<file path="config.mk">
export PLATFORM = sky130hd
export DESIGN_NAME = crt_timing_gen
export DESIGN_NICKNAME = d
export VERILOG_FILES = /design/src/rtl/crt_pkg.sv /design/src/rtl/crt_regfile.sv /design/src/rtl/crt_pos_counter.sv /design/src/rtl/crt_window.sv /design/src/rtl/crt_line_addr.sv /design/src/rtl/crt_timing_gen.sv
export SDC_FILE = /design/constraint.sdc
export NUM_CORES = 1
export LEC_CHECK = 0
export BUFFER_PORTS_ARGS = -buffer_cell sky130_fd_sc_hd__clkbuf_2
export CAP_MARGIN = 5
export CORE_UTILIZATION = 30
export CTS_BUF_LIST = sky130_fd_sc_hd__clkbuf_16
export CTS_CLUSTER_SIZE = 10
export DETAILED_ROUTE_END_ITERATION = 8
export REMOVE_ABC_BUFFERS = 1
export SYNTH_ARGS = -nofsm -noshare
export SYNTH_HDL_FRONTEND = slang
export SYNTH_SLANG_ARGS = --single-unit
export TNS_END_PERCENT = 1
</file>
<file path="constraint.sdc">
create_clock -name clk -period 7.8 [get_ports clk]
set_input_delay 1.56 -clock clk [delete_from_list [all_inputs] [get_ports clk]]
set_output_delay 1.56 -clock clk [all_outputs]
set_load 0.1 [all_outputs]
</file>
<file path="src/rtl/crt_pkg.sv">
`timescale 1ns/1ps
package crt_pkg;

  // pixel column width: 10-bit character total times 8 pixels
  localparam int HX_W   = 13;
  localparam int REG_AW = 3;

  typedef enum logic [REG_AW-1:0] {
    RA_CTRL  = 3'd0,
    RA_HTIME = 3'd1,
    RA_HSYNC = 3'd2,
    RA_VTIME = 3'd3,
    RA_VSYNC = 3'd4,
    RA_PITCH = 3'd5
  } reg_addr_e;

  // decoded working / shadow timing set
  typedef struct packed {
    logic [9:0]  htot_c;    // total characters minus one
    logic [8:0]  hdisp_c;   // active characters minus one
    logic [12:0] hs_start;  // sync start pixel
    logic [5:0]  hs_wid;    // sync width in pixels
    logic        hs_pol;    // 1 = active low
    logic [15:0] vtot_m1;   // total lines minus one
    logic [15:0] vdisp_m1;  // active lines minus one
    logic [11:0] vs_m1;     // sync start line minus one
    logic [4:0]  vs_wid;    // sync width in lines
    logic        vs_pol;    // 1 = active low
    logic [15:0] pitch;     // line pitch in 8-pixel units
  } crt_timing_t;

endpackage

</file>
<file path="src/rtl/crt_regfile.sv">
`timescale 1ns/1ps
module crt_regfile
  import crt_pkg::*;
(
  input  logic              clk,
  input  logic              rst_n,
  input  logic              wr_en,
  input  logic [REG_AW-1:0] wr_addr,
  input  logic [31:0]       wr_data,
  input  logic              load,
  output logic              ctrl_en,
  output logic [1:0]        bpp_log2,
  output crt_timing_t       act
);

  crt_timing_t shadow;

  always_ff @(posedge clk) begin
    if (!rst_n) begin
      ctrl_en  <= 1'b0;
      bpp_log2 <= 2'd0;
      shadow   <= '0;
      act      <= '0;
    end else begin
      if (wr_en) begin
        case (wr_addr)
          RA_CTRL: begin
            ctrl_en  <= wr_data[0];
            bpp_log2 <= wr_data[2:1];
          end
          RA_HTIME: begin
            shadow.htot_c  <= wr_data[9:0];
            shadow.hdisp_c <= wr_data[24:16];
          end
          RA_HSYNC: begin
            shadow.hs_start <= wr_data[12:0];
            shadow.hs_wid   <= wr_data[21:16];
            shadow.hs_pol   <= wr_data[23];
          end
          RA_VTIME: begin
            shadow.vtot_m1  <= wr_data[15:0];
            shadow.vdisp_m1 <= wr_data[31:16];
          end
          RA_VSYNC: begin
            shadow.vs_m1  <= wr_data[11:0];
            shadow.vs_wid <= wr_data[20:16];
            shadow.vs_pol <= wr_data[23];
          end
          RA_PITCH: shadow.pitch <= wr_data[15:0];
          default: ;
        endcase
      end
      // working set follows the shadow only at a frame boundary
      if (load) act <= shadow;
    end
  end

endmodule

</file>
<file path="src/rtl/crt_pos_counter.sv">
`timescale 1ns/1ps
module crt_pos_counter
  import crt_pkg::*;
#(
  parameter int V_W = 12
) (
  input  logic            clk,
  input  logic            rst_n,
  input  logic            en,
  input  logic [9:0]      htot_c,
  input  logic [V_W-1:0]  vlast,
  output logic [HX_W-1:0] x,
  output logic [V_W-1:0]  y,
  output logic            line_end,
  output logic            frame_end
);

  logic [HX_W-1:0] xlast;

  assign xlast     = {htot_c, 3'b111};
  assign line_end  = (x == xlast);
  assign frame_end = line_end && (y == vlast);

  always_ff @(posedge clk) begin
    if (!rst_n || !en) begin
      x <= '0;
      y <= '0;
    end else if (line_end) begin
      x <= '0;
      y <= frame_end ? '0 : y + 1'b1;
    end else begin
      x <= x + 1'b1;
    end
  end

endmodule

</file>
<file path="src/rtl/crt_window.sv">
`timescale 1ns/1ps
module crt_window #(
  parameter int PW = 13,
  parameter int SW = 13,
  parameter int WW = 6
) (
  input  logic          en,
  input  logic [PW-1:0] pos,
  input  logic [SW-1:0] start,
  input  logic [WW-1:0] width,
  input  logic          pol,
  output logic          sync
);

  localparam int CW = ((PW > SW) ? PW : SW) + 2;

  logic [CW-1:0] pos_e, st_e, end_e;
  logic          active;

  assign pos_e  = CW'(pos);
  assign st_e   = CW'(start);
  assign end_e  = st_e + CW'(width);
  assign active = en && (pos_e >= st_e) && (pos_e < end_e);
  assign sync   = active ^ pol;

endmodule

</file>
<file path="src/rtl/crt_line_addr.sv">
`timescale 1ns/1ps
module crt_line_addr #(
  parameter int ADDR_W = 24
) (
  input  logic              clk,
  input  logic              rst_n,
  input  logic              en,
  input  logic              line_end,
  input  logic              frame_end,
  input  logic [15:0]       pitch,
  input  logic [1:0]        bpp_log2,
  output logic [ADDR_W-1:0] addr
);

  logic [ADDR_W-1:0] step;

  // pitch in characters -> pixels -> bytes
  assign step = ADDR_W'({pitch, 3'b000}) << bpp_log2;

  always_ff @(posedge clk) begin
    if (!rst_n || !en)   addr <= '0;
    else if (frame_end)  addr <= '0;
    else if (line_end)   addr <= addr + step;
  end

endmodule

</file>
<file path="src/rtl/crt_timing_gen.sv">
`timescale 1ns/1ps
module crt_timing_gen
  import crt_pkg::*;
#(
  parameter int V_W    = 12,
  parameter int ADDR_W = 24
) (
  input  logic              clk,
  input  logic              rst_n,
  input  logic              wr_en,
  input  logic [2:0]        wr_addr,
  input  logic [31:0]       wr_data,
  output logic              hsync,
  output logic              vsync,
  output logic              de,
  output logic [12:0]       pix_x,
  output logic [V_W-1:0]    pix_y,
  output logic [ADDR_W-1:0] line_addr
);

  crt_timing_t act;
  logic        ctrl_en;
  logic [1:0]  bpp_log2;
  logic        line_end, frame_end, load;
  logic [12:0] vs_start;
  logic        h_in, v_in;
  logic        unused_hi;

  assign load = !ctrl_en || frame_end;

  crt_regfile u_regs (
    .clk      (clk),
    .rst_n    (rst_n),
    .wr_en    (wr_en),
    .wr_addr  (wr_addr),
    .wr_data  (wr_data),
    .load     (load),
    .ctrl_en  (ctrl_en),
    .bpp_log2 (bpp_log2),
    .act      (act)
  );

  crt_pos_counter #(.V_W(V_W)) u_pos (
    .clk       (clk),
    .rst_n     (rst_n),
    .en        (ctrl_en),
    .htot_c    (act.htot_c),
    .vlast     (act.vtot_m1[V_W-1:0]),
    .x         (pix_x),
    .y         (pix_y),
    .line_end  (line_end),
    .frame_end (frame_end)
  );

  assign vs_start = {1'b0, act.vs_m1} + 13'd1;

  crt_window #(.PW(13), .SW(13), .WW(6)) u_hwin (
    .en    (ctrl_en),
    .pos   (pix_x),
    .start (act.hs_start),
    .width (act.hs_wid),
    .pol   (act.hs_pol),
    .sync  (hsync)
  );

  crt_window #(.PW(V_W), .SW(13), .WW(5)) u_vwin (
    .en    (ctrl_en),
    .pos   (pix_y),
    .start (vs_start),
    .width (act.vs_wid),
    .pol   (act.vs_pol),
    .sync  (vsync)
  );

  // active area: column character index <= last active character
  assign h_in = (pix_x[12:3] <= {1'b0, act.hdisp_c});
  assign v_in = (17'(pix_y) <= 17'(act.vdisp_m1));
  assign de   = ctrl_en && h_in && v_in;

  crt_line_addr #(.ADDR_W(ADDR_W)) u_addr (
    .clk       (clk),
    .rst_n     (rst_n),
    .en        (ctrl_en),
    .line_end  (line_end),
    .frame_end (frame_end),
    .pitch     (act.pitch),
    .bpp_log2  (bpp_log2),
    .addr      (line_addr)
  );

  assign unused_hi = ^{act.vtot_m1};

endmodule

</file>
# ---- Yosys cells after proc, flatten, opt, wreduce, memory -nomap -nowiden
# Cells that the tools add are included.
dict set report word_totals {
  reg_bits 254
  latch_bits 0
  ramBits 0
  romBits 0
  inputBits 38
  out_inout_bits 52
  memories 0
}
dict set report op_classes {
  add_sub_neg 6
  mul 0
  div_mod_pow 0
  order_cmp 6
  eq_ne 7
  n_shift 1
  n_mux 1
  n_bitwise 2
  n_reduce_logical 20
}
# op n
set op_table {}
lappend op_table {{24-bit adder} 1}
lappend op_table {{19-bit by 2-bit left shift with 24-bit output} 1}
lappend op_table {{12-bit by 16-bit less-or-equal comparator with 1-bit output} 1}
lappend op_table {{12-bit by 15-bit less-than comparator with 1-bit output} 1}
lappend op_table {{13-bit by 15-bit less-than comparator with 1-bit output} 1}
lappend op_table {{13-bit by 5-bit adder with 14-bit output} 1}
lappend op_table {{13-bit by 6-bit adder with 14-bit output} 1}
lappend op_table {{12-bit by 1-bit adder with 13-bit output (second input constant)} 1}
lappend op_table {{13-bit by 1-bit adder with 13-bit output (second input constant)} 1}
lappend op_table {{13-bit equality test} 1}
lappend op_table {{12-bit by 13-bit greater-or-equal comparator with 1-bit output} 1}
lappend op_table {{13-bit greater-or-equal comparator} 1}
lappend op_table {{12-bit by 1-bit adder with 12-bit output (second input constant)} 1}
lappend op_table {{12-bit equality test} 1}
lappend op_table {{12-bit two-way mux} 1}
lappend op_table {{2-bit AND reduction} 6}
lappend op_table {{10-bit by 9-bit less-or-equal comparator with 1-bit output} 1}
lappend op_table {{1-bit logical AND} 7}
lappend op_table {{3-bit by 2-bit equality test with 1-bit output (second input constant)} 2}
lappend op_table {{3-bit equality test (second input constant)} 2}
lappend op_table {{2-bit OR reduction} 2}
lappend op_table {{3-bit by 1-bit equality test with 1-bit output (second input constant)} 1}
lappend op_table {{3-bit zero test} 1}
lappend op_table {{1-bit zero test} 2}
lappend op_table {{2 further kinds} 4}

# ---- Longest topological paths before layout
# Gate-level depths: netlist of run 1.
dict set report depth {
  depth_word 5
  mapped_depth 18
}

# ---- By module
# Synthesis of run 1 repeated with hierarchy kept, for this count alone.
dict set report hier_totals {
  hier_cells 1502
  area_unflattened_um2 14066.0
}
# module n_inst cells_each area_per_inst_um2
set by_module_without_submodules {}
lappend by_module_without_submodules {crt_regfile 1 727 7893.8}
lappend by_module_without_submodules {crt_line_addr 1 267 2208.4}
lappend by_module_without_submodules {crt_pos_counter 1 174 1413.9}
lappend by_module_without_submodules {{crt_window at u_hwin} 1 119 952.2}
lappend by_module_without_submodules {{crt_window at u_vwin} 1 110 859.6}
lappend by_module_without_submodules {crt_timing_gen 1 105 738.2}

# ---- Least setup slack after synthesis of run 1
# OpenSTA, ideal clock, no wires.
dict set report synth_timing {
  path_type {register -> output}
  from {register u_regs.act[22] (netlist name)}
  to {output port vsync}
  arrival_ps 4695
  path_slack_ps 1545
  path_stages_with_launch 19
  path_buffers 0
  path_cell_list {dfxtp_1 -> ha_1 -> xor2_1 -> ha_1 -> a21oi_1 -> nand2_1 -> a21o_1 -> a21oi_1 -> nor2_1 -> nand2_1 -> xnor2_1 -> ha_1 -> a21o_1 -> a21o_1 -> a221oi_1 -> o21a_1 -> a31oi_1 -> nor4_2 -> xor2_1}
}
dict set report synth_between {
  elab_chain_len 5
}
# element line_no
set synth_lines {}
lappend synth_lines {{12-bit by 1-bit adder with 13-bit output *} crt_timing_gen.sv:55} ;# assign vs_start = {1'b0, act.vs_m1} + 13'd1;
lappend synth_lines {{13-bit by 5-bit adder with 14-bit output or 12-bit by 13-bit greater-or-equal comparator with 1-bit output (tied branches)} {crt_window.sv:22, crt_window.sv:23}}
lappend synth_lines {{12-bit by 15-bit less-than comparator with 1-bit output or 1-bit logical AND (tied branches)} crt_window.sv:23} ;# assign active = en && (pos_e >= st_e) && (pos_e < end_e);
lappend synth_lines {{1-bit logical AND *} crt_window.sv:23}
lappend synth_lines {{1-bit bitwise XOR *} crt_window.sv:24} ;# assign sync = active ^ pol;
lappend synth_lines {{end, declared} crt_timing_gen.sv:14} ;# output logic vsync,
# Mark *: on every way between the ends. The rest lies on a longest branch, timed or not.

# ---- Worst setup path after layout of run 1
dict set report layout_timing {
  from {register u_regs.act[22] (netlist name)}
  to {output port vsync}
}
dict set report layout_between {
  elab_chain_len 5
}
# element line_no
set layout_lines {}
lappend layout_lines {{12-bit by 1-bit adder with 13-bit output *} crt_timing_gen.sv:55}
lappend layout_lines {{13-bit by 5-bit adder with 14-bit output or 12-bit by 13-bit greater-or-equal comparator with 1-bit output (tied branches)} {crt_window.sv:22, crt_window.sv:23}}
lappend layout_lines {{12-bit by 15-bit less-than comparator with 1-bit output or 1-bit logical AND (tied branches)} crt_window.sv:23}
lappend layout_lines {{1-bit logical AND *} crt_window.sv:23}
lappend layout_lines {{1-bit bitwise XOR *} crt_window.sv:24}
# Marked as above.

==> impl_metrics.yaml, run 1 <==
outcome:
  status: "complete, no violations"
timing:
  skew_ns: 0.03284
  worst_slew_pin_slew_ns: 1.218
  setup-tns-final_ns: 0
  period_needed_ns: 6.409
  setup_viol: 0
  layout_setup_ws_ns: 1.391
  slew_headroom: 0.1850
  final.period_utilization: 0.8217
  slew_viol_final: 0
  hold_viol: 0
  rsz0062_at_grt: "false"
  max_freq_mhz: 156.0
synth:
  synthTopCellsByArea: "dfxtp_1 37%, nand2_1 13%, ha_1 9.5%, a21boi_0 5.7%, a21boi_1 5.6%"
  ys_ff_latch: 251
  synth-seq-area-share: 0.3742
  synthMostInstantiatedCell: "nand2_1"
  synth.avg_cell_area_um2: 8.207
  syn_area_um2: 13430
  synthFlopType: "dfxtp_1"
  async_reset_ff_frac: 0
  yosys-top-cells-count: "480 x nand2_1, 251 x dfxtp_1, 102 x a21boi_0, 102 x ha_1, 101 x a21boi_1"
  synth_cell_types: 61
  syn_inst: 1636
  ys.warnings.count: 0
  yosys.area.top_type: "dfxtp_1"
  yosysTopAreaCellShare: 0.3742
  synth-edff-count: 0
routing:
  num_vias: 11150
  ant_nets: 0
  viasPerCell: 4.864
  wire_per_inst_um: 15.63
  drtIter0Drc: 819
  wl_mm: 35.83
  drc: 0
  firstDrtPassIters: 5
floorplan:
  fp.dieH_um: 213.6
  die_x_um: 213.6
  fp-row-count: 77
  die_area_um2: 45610
  start_util: 0.3036
  ios: 90
  core-area_um2: 44220
clocking:
  clock-root-buffer: "clkbuf_16"
  cts_sinks: 251
  postCtsHoldBufs: 0
  cts.repair.resized: 0
  cts_htree_levels: 1
  cts_inserted_buffers: 30
  clkTransAtPathRegs_ns: 0.06
  clkLatencyLatePin_ns: 0.58
  cts_tree: "yes"
  cts_max_path_buffers: 3
  cts_setup_buffers: 0
worst_setup_path:
  cp-start-kind: "register"
  crit_chain: "ha_1 -> xor2_1 -> ha_1 -> a21oi_1 -> nand2_1 -> a21o_1 -> a21oi_1 -> nor2_1 -> nand2_1 -> xnor2_1 -> ha_1 -> a21o_1 -> a21o_1 -> a221oi_1 -> o21a_1 -> a31oi_1 -> nor4_2 -> xor2_1 -> clkbuf_2"
  critical_path.top_delay_family: "compound AO/OA/AOI/OAI gates"
  cp_data_required_time_ns: 6.24
  critPathArrivalTime_ns: 4.85
  critical-path-max-stage-delay_ns: 0.47
  crit_buf_inv: 1
  endpoint_kind: "output port"
  crit_fanout: 7
  slowest_stage: "clkbuf_2"
  worstSetupPathType: "reg2out"
cells_and_area:
  drive_gt1_frac: 0.09406
  diodes: 0
  syn_to_final_growth_pct: 13.49
  fin_util: 0.3446
  fillerInstances: 4582
  final_nets: 1835
grt:
  grt_pass1_vias: 10680
  grt_max_degree: 81
  grt_first_pass_wirelength_mm: 57.57
  track_usage: 0.1585
  antenna_found_initial: 5
  grt_overflow_total: 0
placement:
  dp_hpwl_mm: 24.90
  post-place-ws_ns: 1.985
  portBuffers: 86
  gp_congestion: 0.9142
min_path:
  hp-class: "reg2reg"
power_and_ir_drop:
  ir_worst_vdd_mv: 0.1163
  leakagePower_nw: 5.657
  power_density_nw_per_um2: 176.6
run:
  cap_violations: 0
layer usage:
metal | part of all wire | routed length (um) | GRT usage | vias up
li1 | - | - | - | 5629
met1 | 0.47 | 16820 | 0.2096 | 5257
met2 | 0.46 | 16480 | 0.2630 | 198
met3 | 0.050 | 1779 | 0.03310 | 60
met4 | 0.019 | 691 | 0.03695 | 10
met5 | 0.0018 | 64 | 0 | -
state kept, by name, indices dropped and copies added, names as in the netlist:
| signal | cells |
|---|---|
| u_addr.addr | 21 |
| u_pos.x | 13 |
| u_pos.y | 12 |
| u_regs.act | 101 |
| u_regs.bpp_log2 | 2 |
| u_regs.ctrl_en | 1 |
| u_regs.shadow | 101 |
area by class of cell:
class                      count  area, um^2  area share
clock buffer                  30       750.7     0.04927
clock inverter                11       81.33    0.005337
inverter                      58       217.7     0.01429
multi-input combinational   1250        7878      0.5170
sequential                   251        5025      0.3297
tap                          592       740.7     0.04861
timing repair buffer         101       545.5     0.03580
metrics by stage:
stage	hold WS (ns)	cell area, um^2	std cells	power (mW)
after floorplan	0.4304	13090	1559	1.418
after global placement	0.4382	14410	2252	1.477
after detailed placement	0.4441	14410	2252	1.479
after CTS	0.4243	15240	2293	2.726
after global routing	0.4362	15240	2293	2.785
final	0.4275	15240	2293	2.692
worst paths after layout:
| check | start | endpoint | slack (ns) | cells after the start |
|---|---|---|---|---|
| max | u_regs.act[22]$_SDFFE_PN0P_ | vsync | 1.39 | 19 |
| min | u_regs.shadow[95]$_SDFFE_PN0P_ | u_regs.act[95]$_SDFFE_PN0P_ | 0.43 | 2 |
| max reg2reg | u_pos.x[0]$_SDFF_PP0_ | u_regs.act[73]$_SDFFE_PN0P_ | 4.31 | 10 |
| min reg2reg | u_regs.shadow[95]$_SDFFE_PN0P_ | u_regs.act[95]$_SDFFE_PN0P_ | 0.43 | 2 |
where the power goes:
part,internal [mW],leakage (nW),total [mW],switching [mW]
sequential,1.30,2.03,1.31,0.0121
clock,0.712,0.422,1.24,0.529
combinational,0.0522,3.21,0.138,0.0861
cells by family after synthesis:
logic type | share of synthesized area
buf+inv | 0.04156
fa+ha+maj | 0.1004
other cells | 0.0002793
mux | 0.02656
xor+xnor | 0.05610
compound gates | 0.1919
simple gates | 0.2090
flops | 0.3742
cells in the final DEF, fill, tap and decap left out, types with 28 or more instances in the layout:
| cell type | netlist | layout |
|---|---|---|
| a21boi_0 | 102 | 102 |
| xnor2_1 | 49 | 49 |
| clkbuf_16 | 0 | 30 |
| a21oi_1 | 58 | 57 |
| ha_1 | 102 | 102 |
| nor2_1 | 54 | 53 |
| nand3_1 | 28 | 28 |
| xor2_1 | 37 | 37 |
| nand2_1 | 480 | 479 |
| dfxtp_1 | 251 | 251 |
| clkbuf_2 | 0 | 85 |
| a21boi_1 | 101 | 101 |
| inv_1 | 58 | 62 |
tightest hold or removal path, cell delays in order, from the launching register on:
cell and delay, ns:
dfxtp_1 0.30, nand2_1 0.05, a21boi_1 0.05
Power figures use the tool's default switching activity.
==> inputs of run 2 (changes only) <==
- ABC_AREA: not set -> 1
- clock period: 7.8 -> 5.3 ns (I/O delays scaled with it)
==> run 2 against run 1 <==
Clock power increased by 48%. Register-to-register slack got worse by 2.7 ns. Clock skew decreased by 0.011 ns. Combinational power increased to 2.6 times the previous value. Design area increased by 0.44%. Clock-buffer cell count unchanged. Largest cell class unchanged. Global-route usage increased by 0.60 points. Via count increased by 12%. Critical path type unchanged. Worst hold slack improved by 0.045 ns. Wire length increased by 7.1%. Synthesized cell count increased by 14%.
==> impl_metrics.yaml, run 2 <==
run:
  cap_violations: 0
timing:
  rsz0062_at_grt: "false"
  slew_viol_final: 0
  layout_setup_ws_ns: 0.3294
  slew_headroom: 0.2353
  period_needed_ns: 4.971
  final.period_utilization: 0.9378
  setup_viol: 0
  setup-tns-final_ns: 0
  worst_slew_pin_slew_ns: 1.147
  max_freq_mhz: 201.2
  hold_viol: 0
  skew_ns: 0.02224
power_and_ir_drop:
  ir_worst_vdd_mv: 0.2552
  p_sw_mw: 1.047
  seqPwrFrac: 0.477
  power_frac_clock: 0.438
  power_density_nw_per_um2: 272.3
  power.internal_mw: 3.121
  leakagePower_nw: 6.657
  p_sw_frac: 0.2511
  power_frac_comb: 0.085
worst_setup_path:
  crit_fanout: 4
  critPathArrivalTime_ns: 3.91
  critical-path-max-stage-delay_ns: 0.36
  slowest_stage: "dfxtp_1"
  worstSetupPathType: "reg2out"
  timing.reg2reg.setup_slack_ns: 1.64
  endpoint_kind: "output port"
  cp_data_required_time_ns: 4.24
  crit_top_cell: "nand2_1"
  crit_chain: "ha_1 -> nand2_1 -> nor2_4 -> xor2_1 -> inv_1 -> ha_4 -> a21o_1 -> nand2_1 -> nor3_4 -> nand3_1 -> xor2_1 -> ha_1 -> inv_1 -> nor3_1 -> o21ai_0 -> nand2_1 -> nand2_1 -> nand2_1 -> nand2_1 -> nand3_1 -> nand2_1 -> nand2_1 -> buf_8"
  cp-start-kind: "register"
routing:
  ant_nets: 0
  wl_mm: 38.38
  firstDrtPassIters: 5
  viasPerCell: 4.956
  drtIter0Drc: 912
  drc: 0
  num_vias: 12470
  wire_per_inst_um: 15.25
grt:
  grt_overflow_total: 0
  grt_first_pass_wirelength_mm: 61.66
  grt_max_degree: 114
  grt_pass1_vias: 11990
  antenna_found_initial: 2
  track_usage: 0.1644
synth:
  async_reset_ff_frac: 0
  ys.warnings.count: 0
  yosysTopAreaCellShare: 0.3723
  syn_inst: 1872
  synth.avg_cell_area_um2: 7.210
  synth-edff-count: 0
  yosys-top-cells-count: "392 x nor2_1, 251 x dfxtp_1, 198 x nand2_1, 171 x o21ai_0, 134 x inv_1"
  syn_area_um2: 13500
  synth_cell_types: 47
  ys_ff_latch: 251
  synthMostInstantiatedCell: "nor2_1"
  synthTopCellsByArea: "dfxtp_1 37%, nor2_1 11%, ha_1 9.5%, o21ai_0 6.3%, nand2_1 5.5%"
  yosys.area.top_type: "dfxtp_1"
  synthFlopType: "dfxtp_1"
  synth-seq-area-share: 0.3723
clocking:
  cts_inserted_buffers: 30
  clock-root-buffer: "clkbuf_16"
  clkTransAtPathRegs_ns: 0.05
  cts_htree_levels: 1
  clkLatencyLatePin_ns: 0.58
  cts_max_path_buffers: 3
  cts_tree: "yes"
  cts_sinks: 251
  postCtsHoldBufs: 0
cells_and_area:
  syn_to_final_growth_pct: 13.40
  fin_util: 0.3453
  postLayoutCellArea_um2: 15300
  final_common_cell: "nor2_1"
  drive_gt1_frac: 0.08628
  layout_common_cells: "389 x nor2_1, 250 x dfxtp_1, 198 x nand2_1"
  final_nets: 2059
  largestRegisters: "u_regs.act (101), u_regs.shadow (101), u_addr.addr (21)"
floorplan:
  ios: 90
  die_area_um2: 45840
  core-area_um2: 44320
  fp.dieH_um: 214.1
  die_x_um: 214.1
  start_util: 0.3045
  fp-row-count: 77
placement:
  portBuffers: 86
  gp_congestion: 0.8519
  post-place-ws_ns: 0.5050
  placed_area_um2: 14380
  dp_hpwl_mm: 27.14
outcome:
  status: "complete, no violations"
min_path:
  hp-class: "reg2reg"
[run 2: power by group through the flow]
| stage | Combinational (mW) | Clock, mW | Sequential, mW |
|---|---|---|---|
| floorplan | 0.235 | 0 | 2.01 |
| global placement | 0.343 | 0 | 2.02 |
| detailed placement | 0.350 | 0 | 2.03 |
| CTS | 0.352 | 1.87 | 1.99 |
| global route | 0.401 | 1.94 | 1.99 |
| finish | 0.354 | 1.83 | 1.99 |
[run 2: metal layers]
layer,global-route usage,vias up,share of wire
met2,0.2759,295,0.45
li1,-,6323,-
met4,0.04690,4,0.026
met3,0.02397,67,0.050
met1,0.2182,5785,0.47
met5,0,-,0.00060
[run 2: logic make-up (layout without fill, tap and decap cells)]
group,count (synthesis),count (layout),synth area share
and+or+nand+nor,824,824,0.2598
AOI/OAI and AO/OA,377,377,0.1431
DFF,251,251,0.3723
buffers and inverters,232,282,0.07018
adders and majority gates,105,105,0.09901
xor gates and xnor gates,59,59,0.03829
muxes,23,23,0.01706
other,1,4,0.0002778
[run 2: layout make-up]
class                   instances  area [um^2]
fillers                      4748        29010
multi-input cells            1391         7612
flip-flops and latches        251         5026
clock buffers                  30        750.7
well taps                     592        740.7
inverters                     145        544.3
repair buffers                 97        535.5
clock inverters                10        92.59
diodes                          1        2.502
[run 2: timing repair]
item	4_1_cts	5_1_grt
setup endpoints to repair	2	2
pin swaps	0	0
gates resized for setup	3	20
hold endpoints to repair	0	0
setup buffers	0	0
[run 2: critical path, delay by kind of cell (launching register included)]
kind	cells	cell delay, ns
simple gates	13	1.25
fa+ha+maj	3	0.77
xor+xnor	2	0.38
flops	1	0.36
buf+inv	3	0.35
compound gates	2	0.21
[run 2: per-stage QoR]
stage	hold slack, ns	cells	total power [mW]
after CTS	0.4751	2516	4.206
final	0.4728	2517	4.167
after detailed placement	0.4625	2476	2.375
after global routing	0.4884	2516	4.332
after global placement	0.4610	2476	2.367
after floorplan	0.4596	1787	2.250
[run 2: final timing paths]
path	start	to	cells after the start
setup / recovery	u_regs.act[23]$_SDFFE_PN0P_	vsync	23
hold reg to reg	u_pos.x[0]$_SDFF_PP0_	u_pos.x[0]$_SDFF_PP0_	1
hold / removal	u_pos.x[0]$_SDFF_PP0_	u_pos.x[0]$_SDFF_PP0_	1
setup reg to reg	u_regs.bpp_log2[1]$_SDFFE_PN0P_	u_addr.addr[17]$_SDFFE_PP0P_	11
